--- src/rtl/dsz_pkg.sv ---
package dsz_pkg;
  typedef enum logic {
    ORDER_LITTLE = 1'b0,
    ORDER_BIG    = 1'b1
  } order_e;

  typedef enum logic {
    SIZE_BYTE = 1'b0,
    SIZE_HALF = 1'b1
  } size_e;

  typedef struct packed {
    order_e order;
    size_e  size;
  } dsz_cfg_t;
endpackage

--- src/rtl/dsz_cfg_latch.sv ---
module dsz_cfg_latch
  import dsz_pkg::*;
(
  input  logic      clk,
  input  logic      rst_n,
  input  logic      order_pin,
  input  logic      size_pin,
  output dsz_cfg_t  cfg
);
  // Follows the pins during reset, freezes once reset is released.
  always_ff @(posedge clk) begin
    if (!rst_n) begin
      cfg.order <= order_e'(order_pin);
      cfg.size  <= size_e'(size_pin);
    end
  end

  assert_cfg_held_R1: assert property (@(posedge clk) disable iff (!rst_n)
    $past(rst_n) |-> $stable(cfg));
endmodule

--- src/rtl/dsz_slice_sel.sv ---
module dsz_slice_sel
  import dsz_pkg::*;
#(
  parameter int WORD_W = 32,
  parameter int BYTE_W = 8,
  parameter int HALF_W = 16,
  localparam int BYTE_BEATS = WORD_W / BYTE_W,
  localparam int HALF_BEATS = WORD_W / HALF_W,
  localparam int CNT_W  = (BYTE_BEATS > 1) ? $clog2(BYTE_BEATS) : 1,
  localparam int HCNT_W = (HALF_BEATS > 1) ? $clog2(HALF_BEATS) : 1
)(
  input  dsz_cfg_t          cfg,
  input  logic [WORD_W-1:0] word,
  input  logic [CNT_W-1:0]  beat,
  output logic [HALF_W-1:0] data
);
  logic [BYTE_W-1:0] bytes [BYTE_BEATS];
  logic [HALF_W-1:0] halves[HALF_BEATS];

  for (genvar b = 0; b < BYTE_BEATS; b++) begin : g_byte
    assign bytes[b] = word[b*BYTE_W +: BYTE_W];
  end
  for (genvar h = 0; h < HALF_BEATS; h++) begin : g_half
    assign halves[h] = word[h*HALF_W +: HALF_W];
  end

  logic [CNT_W-1:0]  last_idx;
  logic [CNT_W-1:0]  idx;
  logic [HCNT_W-1:0] hidx;

  always_comb begin
    last_idx = (cfg.size == SIZE_HALF) ? CNT_W'(HALF_BEATS - 1) : CNT_W'(BYTE_BEATS - 1);
    idx      = (cfg.order == ORDER_BIG) ? (last_idx - beat) : beat;
    hidx     = idx[HCNT_W-1:0];
    if (cfg.size == SIZE_HALF) data = halves[hidx];
    else                       data = {{(HALF_W-BYTE_W){1'b0}}, bytes[idx]};
  end
endmodule

--- src/rtl/dsz_sequencer.sv ---
module dsz_sequencer
  import dsz_pkg::*;
#(
  parameter int WORD_W = 32,
  parameter int BYTE_W = 8,
  parameter int HALF_W = 16,
  localparam int BYTE_BEATS = WORD_W / BYTE_W,
  localparam int HALF_BEATS = WORD_W / HALF_W,
  localparam int CNT_W = (BYTE_BEATS > 1) ? $clog2(BYTE_BEATS) : 1
)(
  input  logic              clk,
  input  logic              rst_n,
  input  dsz_cfg_t          cfg,
  input  logic              in_valid,
  input  logic [WORD_W-1:0] in_data,
  output logic              in_ready,
  input  logic              out_ready,
  output logic              out_valid,
  output logic              out_last,
  output logic [WORD_W-1:0] word_q,
  output logic [CNT_W-1:0]  beat_q
);
  logic             full_q;
  logic [CNT_W-1:0] last_idx;
  logic             in_fire, out_fire;

  always_comb begin
    last_idx  = (cfg.size == SIZE_HALF) ? CNT_W'(HALF_BEATS - 1) : CNT_W'(BYTE_BEATS - 1);
    out_valid = full_q;
    out_last  = full_q && (beat_q == last_idx);
    out_fire  = full_q && out_ready;
    in_ready  = !full_q || (out_ready && out_last);
    in_fire   = in_valid && in_ready;
  end

  always_ff @(posedge clk) begin
    if (!rst_n) begin
      full_q <= 1'b0;
      beat_q <= '0;
      word_q <= '0;
    end else if (in_fire) begin
      word_q <= in_data;
      full_q <= 1'b1;
      beat_q <= '0;
    end else if (out_fire) begin
      if (out_last) begin
        full_q <= 1'b0;
        beat_q <= '0;
      end else begin
        beat_q <= beat_q + 1'b1;
      end
    end
  end

  assert_load_first_R6: assert property (@(posedge clk) disable iff (!rst_n)
    (in_valid && in_ready) |=> (out_valid && beat_q == '0));
  assert_beat_range_R4: assert property (@(posedge clk) disable iff (!rst_n)
    beat_q <= last_idx);
  assert_last_ends_R8: assert property (@(posedge clk) disable iff (!rst_n)
    (out_valid && out_ready && out_last && !in_valid) |=> !out_valid);
endmodule

--- src/rtl/dsz_downsizer.sv ---
module dsz_downsizer
  import dsz_pkg::*;
#(
  parameter int WORD_W = 32,
  parameter int BYTE_W = 8,
  parameter int HALF_W = 16,
  localparam int BYTE_BEATS = WORD_W / BYTE_W,
  localparam int CNT_W = (BYTE_BEATS > 1) ? $clog2(BYTE_BEATS) : 1
)(
  input  logic              clk,
  input  logic              rst_n,
  input  logic              order_sel,
  input  logic              size_sel,
  input  logic              in_valid,
  input  logic [WORD_W-1:0] in_data,
  output logic              in_ready,
  output logic              out_valid,
  output logic [HALF_W-1:0] out_data,
  output logic              out_last,
  input  logic              out_ready
);
  dsz_cfg_t          cfg;
  logic [WORD_W-1:0] word_q;
  logic [CNT_W-1:0]  beat_q;

  dsz_cfg_latch u_cfg (
    .clk(clk), .rst_n(rst_n), .order_pin(order_sel), .size_pin(size_sel), .cfg(cfg)
  );

  dsz_sequencer #(.WORD_W(WORD_W), .BYTE_W(BYTE_W), .HALF_W(HALF_W)) u_seq (
    .clk(clk), .rst_n(rst_n), .cfg(cfg),
    .in_valid(in_valid), .in_data(in_data), .in_ready(in_ready),
    .out_ready(out_ready), .out_valid(out_valid), .out_last(out_last),
    .word_q(word_q), .beat_q(beat_q)
  );

  dsz_slice_sel #(.WORD_W(WORD_W), .BYTE_W(BYTE_W), .HALF_W(HALF_W)) u_sel (
    .cfg(cfg), .word(word_q), .beat(beat_q), .data(out_data)
  );

  assert_valid_hold_R5: assert property (@(posedge clk) disable iff (!rst_n)
    (out_valid && !out_ready) |=> out_valid);
  assert_data_hold_R5: assert property (@(posedge clk) disable iff (!rst_n)
    (out_valid && !out_ready) |=> ($stable(out_data) && $stable(out_last)));
  assert_byte_upper_zero_R4: assert property (@(posedge clk) disable iff (!rst_n)
    (out_valid && cfg.size == SIZE_BYTE) |-> out_data[HALF_W-1:BYTE_W] == '0);
  assert_reset_idle_R7: assert property (@(posedge clk)
    !rst_n |=> !out_valid);
endmodule

--- config.mk ---
export PLATFORM = sky130hd
export DESIGN_NAME = dsz_downsizer
export DESIGN_NICKNAME = d
export VERILOG_FILES = /design/src/rtl/dsz_pkg.sv /design/src/rtl/dsz_cfg_latch.sv /design/src/rtl/dsz_slice_sel.sv /design/src/rtl/dsz_sequencer.sv /design/src/rtl/dsz_downsizer.sv
export SDC_FILE = /design/constraint.sdc
export NUM_CORES = 1
export LEC_CHECK = 0
export ABC_AREA = 1
export BUFFER_PORTS_ARGS = -buffer_cell sky130_fd_sc_hd__buf_2
export CORE_UTILIZATION = 55
export DETAILED_ROUTE_END_ITERATION = 10
export GPL_TIMING_DRIVEN = 0
export PLACE_DENSITY = 0.82
export SYNTH_ARGS = -nofsm -noshare
export SYNTH_HDL_FRONTEND = slang
export SYNTH_SLANG_ARGS = --single-unit
--- constraint.sdc ---
create_clock -name clk -period 4.47 [get_ports clk]
set_clock_uncertainty 0.1 [all_clocks]
set_input_delay 0.2235 -clock clk [delete_from_list [all_inputs] [get_ports clk]]
set_output_delay 0.2235 -clock clk [all_outputs]
set_load 0.1 [all_outputs]
Yosys cells after proc, flatten, opt, wreduce, memory -nomap -nowiden
Index checks and enable logic that the tools add are counted.
{ "op_classes": {"addsub": 2, "order_cmp": 2, "eq_ne": 1, "mux": 13, "bitwise": 3, "reduce_logical": 10} }
{ "ops": {"columns": ["cell", "count"], "rows": [
  ["$mux W16", 4],
  ["$bmux W8 S2", 1],
  ["$mux W8", 2],
  ["$mux W2", 3],
  ["$logic_and A1 B1 Y1", 4],
  ["$reduce_bool A2 Y1", 2],
  ["$ge A3 B3 Y1 const B", 1],
  ["$mux W1", 3],
  ["$not A2 Y3", 1],
  ["$add A2 B1 Y2 const B", 1],
  ["$eq A2 B2 Y1", 1],
  ["$ge A2 B2 Y1 const B", 1],
  ["$not A1 Y2", 1],
  ["$reduce_and A2 Y1", 1],
  ["$reduce_or A2 Y1", 1],
  ["$sub A2 B2 Y2", 1],
  ["$logic_not A1 Y1", 1],
  ["$logic_or A1 B1 Y1", 1],
  ["$not A1 Y1", 1]
]} }
{ "totals": {"ff_bits": 37, "in_bits": 38, "output_inout_bits": 19, "wordCells": 36} }

Depth between registers and ports, before layout
Gate-level depths: netlist of run 1.
{ "logic_depth": {"depth_word": 8, "mapped_depth": 9, "mapped_depth_nobuf": 8} }

By module
A second synthesis of run 1 with hierarchy kept.
{ "hier_totals": {"cells_unflattened": 358, "area_unflattened_um2": 2243.4} }
{ "modules_own_cells": {"columns": ["mod", "n_inst", "cells_each", "area_per_inst_um2", "seq_area_each_um2"], "rows": [
  ["dsz_sequencer", 1, 232, 1607.8, 700.7],
  ["dsz_slice_sel", 1, 123, 571.8, 0.0],
  ["dsz_cfg_latch", 1, 3, 63.8, 60.1]
]} }

Least setup slack after synthesis of run 1
OpenSTA, ideal clock, no wires.
{ "synth_path": {"kind": "reg-to-output", "from": "register u_seq.full_q (netlist: u_seq.out_valid)", "to": "output out_last", "arrival_time_ns": 2.590, "required_ns": 4.147, "slack_ns": 1.556, "path_stages_with_launch": 3, "path_buffers": 0, "path_cell_list": "dfxtp_1 -> nand2_1 -> a21oi_1"} }
{ "synth_via": {"elab_chain_cells": 1} }
{ "synth_rtl": {"columns": ["item", "line", "source"], "rows": [
  ["from (decl)", "dsz_sequencer.sv:23", "logic full_q;"],
  ["from (signal assigned)", "dsz_sequencer.sv:38", "full_q <= 1'b0;"],
  ["from (signal assigned)", "dsz_sequencer.sv:43", "full_q <= 1'b1;"],
  ["from (signal assigned)", "dsz_sequencer.sv:47", "full_q <= 1'b0;"],
  ["$logic_and A1 B1 Y1", "dsz_sequencer.sv:30", "out_last = full_q && (beat_q == last_idx);"],
  ["to (decl)", "dsz_downsizer.sv:19", "output logic out_last,"]
]} }
No other way between the ends.

Worst setup path in the final report of run 1
{ "layout_path": {"from": "register u_cfg.cfg[1] (netlist name)", "to": "output out_data[13]"} }
{ "layout_via": {"elab_chain_cells": 6} }
{ "layout_rtl": {"columns": ["item", "line", "source"], "rows": [
  ["$mux W2", "dsz_slice_sel.sv:33", "idx = (cfg.order == ORDER_BIG) ? (last_idx - beat) : beat;"],
  ["$not A1 Y2 (implied by the code)", "dsz_slice_sel.sv:35", "if (cfg.size == SIZE_HALF) data = halves[hidx];"],
  ["$mux W16 (implied by the code) (3 in series)", "dsz_slice_sel.sv:35", null],
  ["$mux W16", "dsz_slice_sel.sv:35", null],
  ["to (decl)", "dsz_downsizer.sv:18", "output logic [HALF_W-1:0] out_data,"]
]} }
No other way between the ends. The select of a mux whose other input is x is not followed.

==> flow_metrics.env, run 1 <==
export IMPL_drc=0
export IMPL_core_area_um2=4000
export IMPL_cp_cell_sequence="inv_1 -> nand2_1 -> buf_2 -> nand2_1 -> nand2_1 -> a21oi_1 -> buf_2"
export IMPL_slowest_stage="edfxtp_1"
export IMPL_postRouteWirelength_mm=6.06
export IMPL_ys_warn_count=0
export IMPL_die_width_um=66.4
export IMPL_area_delta_synth_final_pct=18.7
export IMPL_drt_pass1_iter_count=5
export IMPL_antenna_left=0
export IMPL_final_nets=488
export IMPL_grt_setup_unrepaired="false"
export IMPL_insertion_delay_ns=0.29
export IMPL_setup_tns_ns=0
export IMPL_combPwrFrac_pct=35.1
export IMPL_htree_num_levels=2
export IMPL_switching_share_pct=40.8
export IMPL_cts_root_buf="clkbuf_8"
export IMPL_power_per_cell_area_nw_per_um2=346
export IMPL_finalCritPeriodShare_pct=58.2
export IMPL_vdd_drop_max_v=0.000234
export IMPL_cts_sinks=37
export IMPL_synth_edf_count=2
export IMPL_crit_path_max_fanout=10
export IMPL_die_y_um=66.4
export IMPL_cp_data_required_time_ns=4.15
export IMPL_synthMostInstantiatedCell="nand2_1"
export IMPL_io_buffers=54
export IMPL_drive_gt1_share_pct=16.9
export IMPL_switchingPower_w=0.000382
export IMPL_critical_path_arrival_ns=2.28
export IMPL_cts_buffer_depth=2
export IMPL_gp_congestion=0.939
export IMPL_finalCriticalPeriod_ns=2.60
export IMPL_end_kind="output pin"
export IMPL_dp_hpwl_mm=4.86
export IMPL_relSlewSlack_pct=67.4
export IMPL_diodes=0
export IMPL_pwr_share_clk_pct=23.7
export IMPL_path_delay_family="buffers and inverters"
export IMPL_grt_max_degree=12
export IMPL_syn_inst=388
export IMPL_yosysSeqAreaShare_pct=33.4
export IMPL_synth_common_cells="nand2_1, nand3_1, a21oi_1, inv_1"
export IMPL_critPathKind="register to output pin"
export IMPL_grt_util_all_layers_pct=29.4
export IMPL_grt_pass1_vias=2055
export IMPL_setup_viol=0
export IMPL_finalHoldViolations=0
export IMPL_cts_buffers=5
export IMPL_cap_violations=0
export IMPL_synthTopCellsByArea="dfxtp_1, nand2_1, nand3_1"
export IMPL_fp_dieArea_um2=4410
export IMPL_synthesis_nets=426
export IMPL_async_reset_ff_share_pct=0
export IMPL_whs_ns=0.0188
export IMPL_boundaryPins=57
export IMPL_viasPerCell=5.05
export IMPL_intPower_w=0.000555
export IMPL_status="complete, no violations"
export IMPL_cp_slowest_stage_delay_ns=0.46
export IMPL_initial_core_util_pct=57.0
export IMPL_grt_pass1_wl_mm=9.58
export IMPL_antenna_found_initial=0
export IMPL_synth_seq_cells=37
export IMPL_overflow=0
export IMPL_synth_area_per_cell_um2=5.88
export IMPL_max_freq_mhz=384
export IMPL_yosys_area_top_type="dfxtp_1"
export IMPL_netlist_area_um2=2280
export IMPL_synth_cell_type_count=14
export IMPL_p_leak_nw=1.54
export IMPL_clk_pin_slew_ns=0.07
export IMPL_routedWlPerCell_um=12.1
export IMPL_drtIter0Drc=155
export IMPL_nFillCells=383
export IMPL_min_path_type="input port to register"
export IMPL_worst_pin_slew_ns=0.492
export IMPL_slew_violations=0
export IMPL_cpMostUsedCell="nand2_1"
export IMPL_synth_top_flop_cell="dfxtp_1"
export IMPL_synth_top_area_share_pct=30.7
export IMPL_cp_start_kind="register"
export IMPL_timing_critical_path_buf_inv=3
export IMPL_vias=2528
export IMPL_cts_tree="yes"
export IMPL_num_rows=23
export IMPL_seqPwrFrac_pct=41.2
==> cell families (layout without fill, tap and decap cells) <==
| family | count (synthesis) | count (layout) | share of synthesized area (%) |
|---|---|---|---|
| flops | 37 | 37 | 33.4 |
| buf+inv | 64 | 127 | 12.8 |
| simple gates | 244 | 244 | 44.4 |
| compound gates | 43 | 43 | 9.44 |
==> power by group through the flow <==
stage / logic [W] / clock network (W) / registers (W)
floorplan: 0.000262 / 0 / 0.000387
global placement: 0.000323 / 0 / 0.000391
detailed placement: 0.000328 / 0 / 0.000392
CTS: 0.000329 / 0.000224 / 0.000385
global route: 0.000359 / 0.000235 / 0.000388
finish: 0.000329 / 0.000222 / 0.000386
==> repair_timing <==
| item | CTS | global route |
|---|---|---|
| hold buffers | 1 | 0 |
| buffers inserted | 0 | 0 |
| resized for setup | 0 | 0 |
| hold endpoints to repair | 1 | 0 |
==> final timing paths <==
| kind | start | endpoint | cells after the start | slack, ns |
|---|---|---|---|---|
| max | u_cfg.cfg[1]$_DFFE_PN_ | out_data[13] | 7 | 1.87 |
| min | size_sel | u_cfg.cfg[0]$_DFFE_PN_ | 1 | 0.02 |
| max reg2reg | u_cfg.cfg[0]$_DFFE_PN_ | u_seq.word_q[13]$_SDFFE_PN0P_ | 9 | 2.79 |
| min reg2reg | u_seq.word_q[27]$_SDFFE_PN0P_ | u_seq.word_q[27]$_SDFFE_PN0P_ | 2 | 0.41 |
==> through the flow <==
| step | utilization [%] | power (W) | worst slack (ns) | cells | area (um2) |
|---|---|---|---|---|---|
| floorplan | - | 0.000648 | 1.56 | 388 | 2280 |
| finish | 67.6 | 0.000937 | 1.87 | 501 | 2710 |
| detailed placement | 65.3 | 0.000720 | 2.23 | 492 | 2610 |
| global route | 67.6 | 0.000983 | 1.74 | 501 | 2710 |
| CTS | 67.6 | 0.000937 | 1.92 | 501 | 2710 |
| global placement | 65.3 | 0.000715 | 2.24 | 492 | 2610 |
==> worst register-to-register path, delay by kind of cell, from the launching register on <==
family	cells	cell delay, ns
AND/OR/NAND/NOR	5	0.41
flip-flops	1	0.41
buffers and inverters	3	0.50
AO/OA/AOI/OAI	1	0.15
==> placed cells by master, fill, tap and decap left out, drive strengths merged <==
cell         count
inv             38
nand2          134
dlygate4sd3      1
clkbuf          17
dfxtp           35
nand3           75
a21oi           43
nor2            35
clkinv           2
buf             69
edfxtp           2
==> state kept, by name, summed over array words and instances, names as in the netlist <==
signal,flops
u_seq.word_q,32
u_seq.out_valid,1
u_cfg.cfg,2
u_seq.beat_q,2
==> final cells by class <==
class	count	area, um2	area share (%)
Multi-Input combinational cell	287	1230	45.4
Sequential cell	37	761	28.1
Timing Repair Buffer	55	280	10.4
Buffer	26	149	5.50
Inverter	38	143	5.27
Clock buffer	6	72.6	2.68
Tap cell	50	62.6	2.31
Clock inverter	2	10.0	0.370
==> metal layers <==
metal  GRT usage [%]  wire (um)  up-vias
met3            5.34        398        8
li1                -          -     1353
met5               0          0        -
met4            9.57        104        0
met2            46.9       2700      103
met1            39.8       2860     1064
Power figures use the tool's default switching activity.
==> run 2, diff against run 1 <==
--- a/config.mk
+++ b/config.mk
@@ -7,10 +7,10 @@
 export LEC_CHECK = 0
 export ABC_AREA = 1
 export BUFFER_PORTS_ARGS = -buffer_cell sky130_fd_sc_hd__buf_2
-export CORE_UTILIZATION = 55
+export CORE_UTILIZATION = 53
 export DETAILED_ROUTE_END_ITERATION = 10
 export GPL_TIMING_DRIVEN = 0
-export PLACE_DENSITY = 0.82
+export PLACE_DENSITY = 0.8
 export SYNTH_ARGS = -nofsm -noshare
 export SYNTH_HDL_FRONTEND = slang
 export SYNTH_SLANG_ARGS = --single-unit
==> constraint.sdc (replaced) <==
create_clock -name clk -period 2.4 [get_ports clk]
set_clock_uncertainty 0.1 [all_clocks]
set_input_delay 0.12 -clock clk [delete_from_list [all_inputs] [get_ports clk]]
set_output_delay 0.12 -clock clk [all_outputs]
set_load 0.1 [all_outputs]
==> flow_metrics.env, run 2 (synthesis gave the netlist of run 1 again) <==
export IMPL_largest_reg_flops=32
export IMPL_drive_gt1_share_pct=19.5
export IMPL_cp_start_kind="register"
export IMPL_initial_core_util_pct=56.2
export IMPL_vdd_drop_max_v=0.000437
export IMPL_finalHoldViolations=0
export IMPL_grt_pass1_vias=2178
export IMPL_status="complete, no violations"
export IMPL_setup_tns_ns=0
export IMPL_num_rows=23
export IMPL_drtIter0Drc=134
export IMPL_switchingPower_w=0.000739
export IMPL_finalCritPeriodShare_pct=94.6
export IMPL_htree_num_levels=2
export IMPL_insertion_delay_ns=0.29
export IMPL_seqPwrFrac_pct=37.9
export IMPL_switching_share_pct=38.9
export IMPL_relSlewSlack_pct=55.4
export IMPL_diodes=0
export IMPL_cts_buffers=5
export IMPL_critPathKind="register to output pin"
export IMPL_end_kind="output pin"
export IMPL_p_leak_nw=1.56
export IMPL_slew_violations=0
export IMPL_whs_ns=0.0396
export IMPL_worst_pin_slew_ns=0.669
export IMPL_antenna_left=0
export IMPL_power_per_cell_area_nw_per_um2=669
export IMPL_fin_util_pct=69.9
export IMPL_cts_tree="yes"
export IMPL_cp_data_required_time_ns=2.18
export IMPL_viasPerCell=5.15
export IMPL_boundaryPins=57
export IMPL_final_nets=489
export IMPL_antenna_found_initial=0
export IMPL_drc=0
export IMPL_setup_ws_ns=0.130
export IMPL_io_buffers=54
export IMPL_reg_top3="u_seq.word_q x32, u_cfg.cfg x2, u_seq.beat_q x2"
export IMPL_cts_setup_buffers=0
export IMPL_final_common_cell="nand2_1"
export IMPL_gp_congestion=0.899
export IMPL_grt_pass1_wl_mm=10.2
export IMPL_vias=2586
export IMPL_combPwrFrac_pct=34.2
export IMPL_fp_dieArea_um2=4570
export IMPL_overflow=0
export IMPL_crit_path_max_fanout=10
export IMPL_die_y_um=67.6
export IMPL_clk_pin_slew_ns=0.08
export IMPL_final_cell_mix="nand2_1, nand3_1, buf_2"
export IMPL_grt_util_all_layers_pct=30.8
export IMPL_finalCriticalPeriod_ns=2.27
export IMPL_postRouteWirelength_mm=6.45
export IMPL_pre_cts_ws_ns=0.251
export IMPL_min_path_type="input port to register"
export IMPL_intPower_w=0.00116
export IMPL_max_freq_mhz=441
export IMPL_cts_buffer_depth=2
export IMPL_core_area_um2=4060
export IMPL_largest_register="u_seq.word_q"
export IMPL_pwr_share_clk_pct=28.0
export IMPL_grt_max_degree=13
export IMPL_area_delta_synth_final_pct=24.5
export IMPL_dp_hpwl_mm=5.00
export IMPL_cts_root_buf="clkbuf_8"
export IMPL_critical_path_arrival_ns=2.05
export IMPL_grt_setup_unrepaired="true"
export IMPL_drt_pass1_iter_count=4
export IMPL_setup_viol=0
export IMPL_die_width_um=67.6
export IMPL_routedWlPerCell_um=12.8
export IMPL_cts_sinks=37
export IMPL_cap_violations=0
run 2: cell types whose count changed in the layout (fill, tap and decap cells not counted), sizes merged:
| cell | delta |
|---|---|
| buf | -5 |
| bufinv | +1 |
| clkbuf | +4 |
| clkinv | -1 |
| clkinvlp | +1 |
| dlygate4sd3 | +1 |
run 2: cell type report:
type,instances,area [um2]
multi-input combinational,287,1270
fill,361,1220
sequential,37,761
timing repair buffer,56,345
buffer,26,150
inverter,38,143
clock buffer,5,68.8
tap,50,62.6
clock inverter,3,41.3
run 2: power by group through the flow:
stage	sequential, W	clock [W]	combinational (W)
2_1_floorplan	0.000720	0	0.000495
3_3_place_gp	0.000729	0	0.000614
3_5_place_dp	0.000731	0	0.000620
4_1_cts	0.000717	0.000537	0.000633
5_1_grt	0.000724	0.000557	0.000706
6_report	0.000719	0.000531	0.000649
run 2: path summary, 6_finish.rpt:
path | endpoint | slack, ns | startpoint | depth (start not counted)
max reg2reg | u_seq.word_q[9]$_SDFFE_PN0P_ | 0.70 | u_cfg.cfg[0]$_DFFE_PN_ | 9
max | out_data[2] | 0.13 | u_cfg.cfg[1]$_DFFE_PN_ | 10
min | u_seq.word_q[30]$_SDFFE_PN0P_ | 0.04 | in_data[30] | 5
min reg2reg | u_seq.word_q[31]$_SDFFE_PN0P_ | 0.41 | u_seq.word_q[31]$_SDFFE_PN0P_ | 2
run 2: what timing repair did:
| action | 4_1_cts | 5_1_grt |
|---|---|---|
| hold buffers | 2 | 0 |
| resized for setup | 10 | 15 |
| setup endpoints to repair | 10 | 16 |
| endpoints found under the hold margin | 2 | 0 |
run 2: critical path, stage by stage (launching register included):
cell	delay (ns)
edfxtp_1	0.45
inv_1	0.12
nand2_1	0.20
buf_2	0.27
nand3_1	0.09
nand2_1	0.08
nand2_1	0.05
nand2_1	0.07
nand2_1	0.04
nand2_1	0.08
buf_4	0.28
run 2: per-layer routing:
metal	vias to the layer above	share of wire, %	global-route usage, %
met5	-	0	0
li1	1359	-	-
met2	88	46	47.9
met1	1131	47	40.7
met4	0	1.7	14.4
met3	8	5.2	5.74
run 2: per-stage QoR:
stage          cell area (um2)  total power [W]  instances
3_3_place_gp              2650          0.00134        492
6_report                  2840          0.00190        502
2_1_floorplan             2310          0.00122        388
5_1_grt                   2840          0.00199        502
4_1_cts                   2800          0.00189        502
3_5_place_dp              2650          0.00135        492
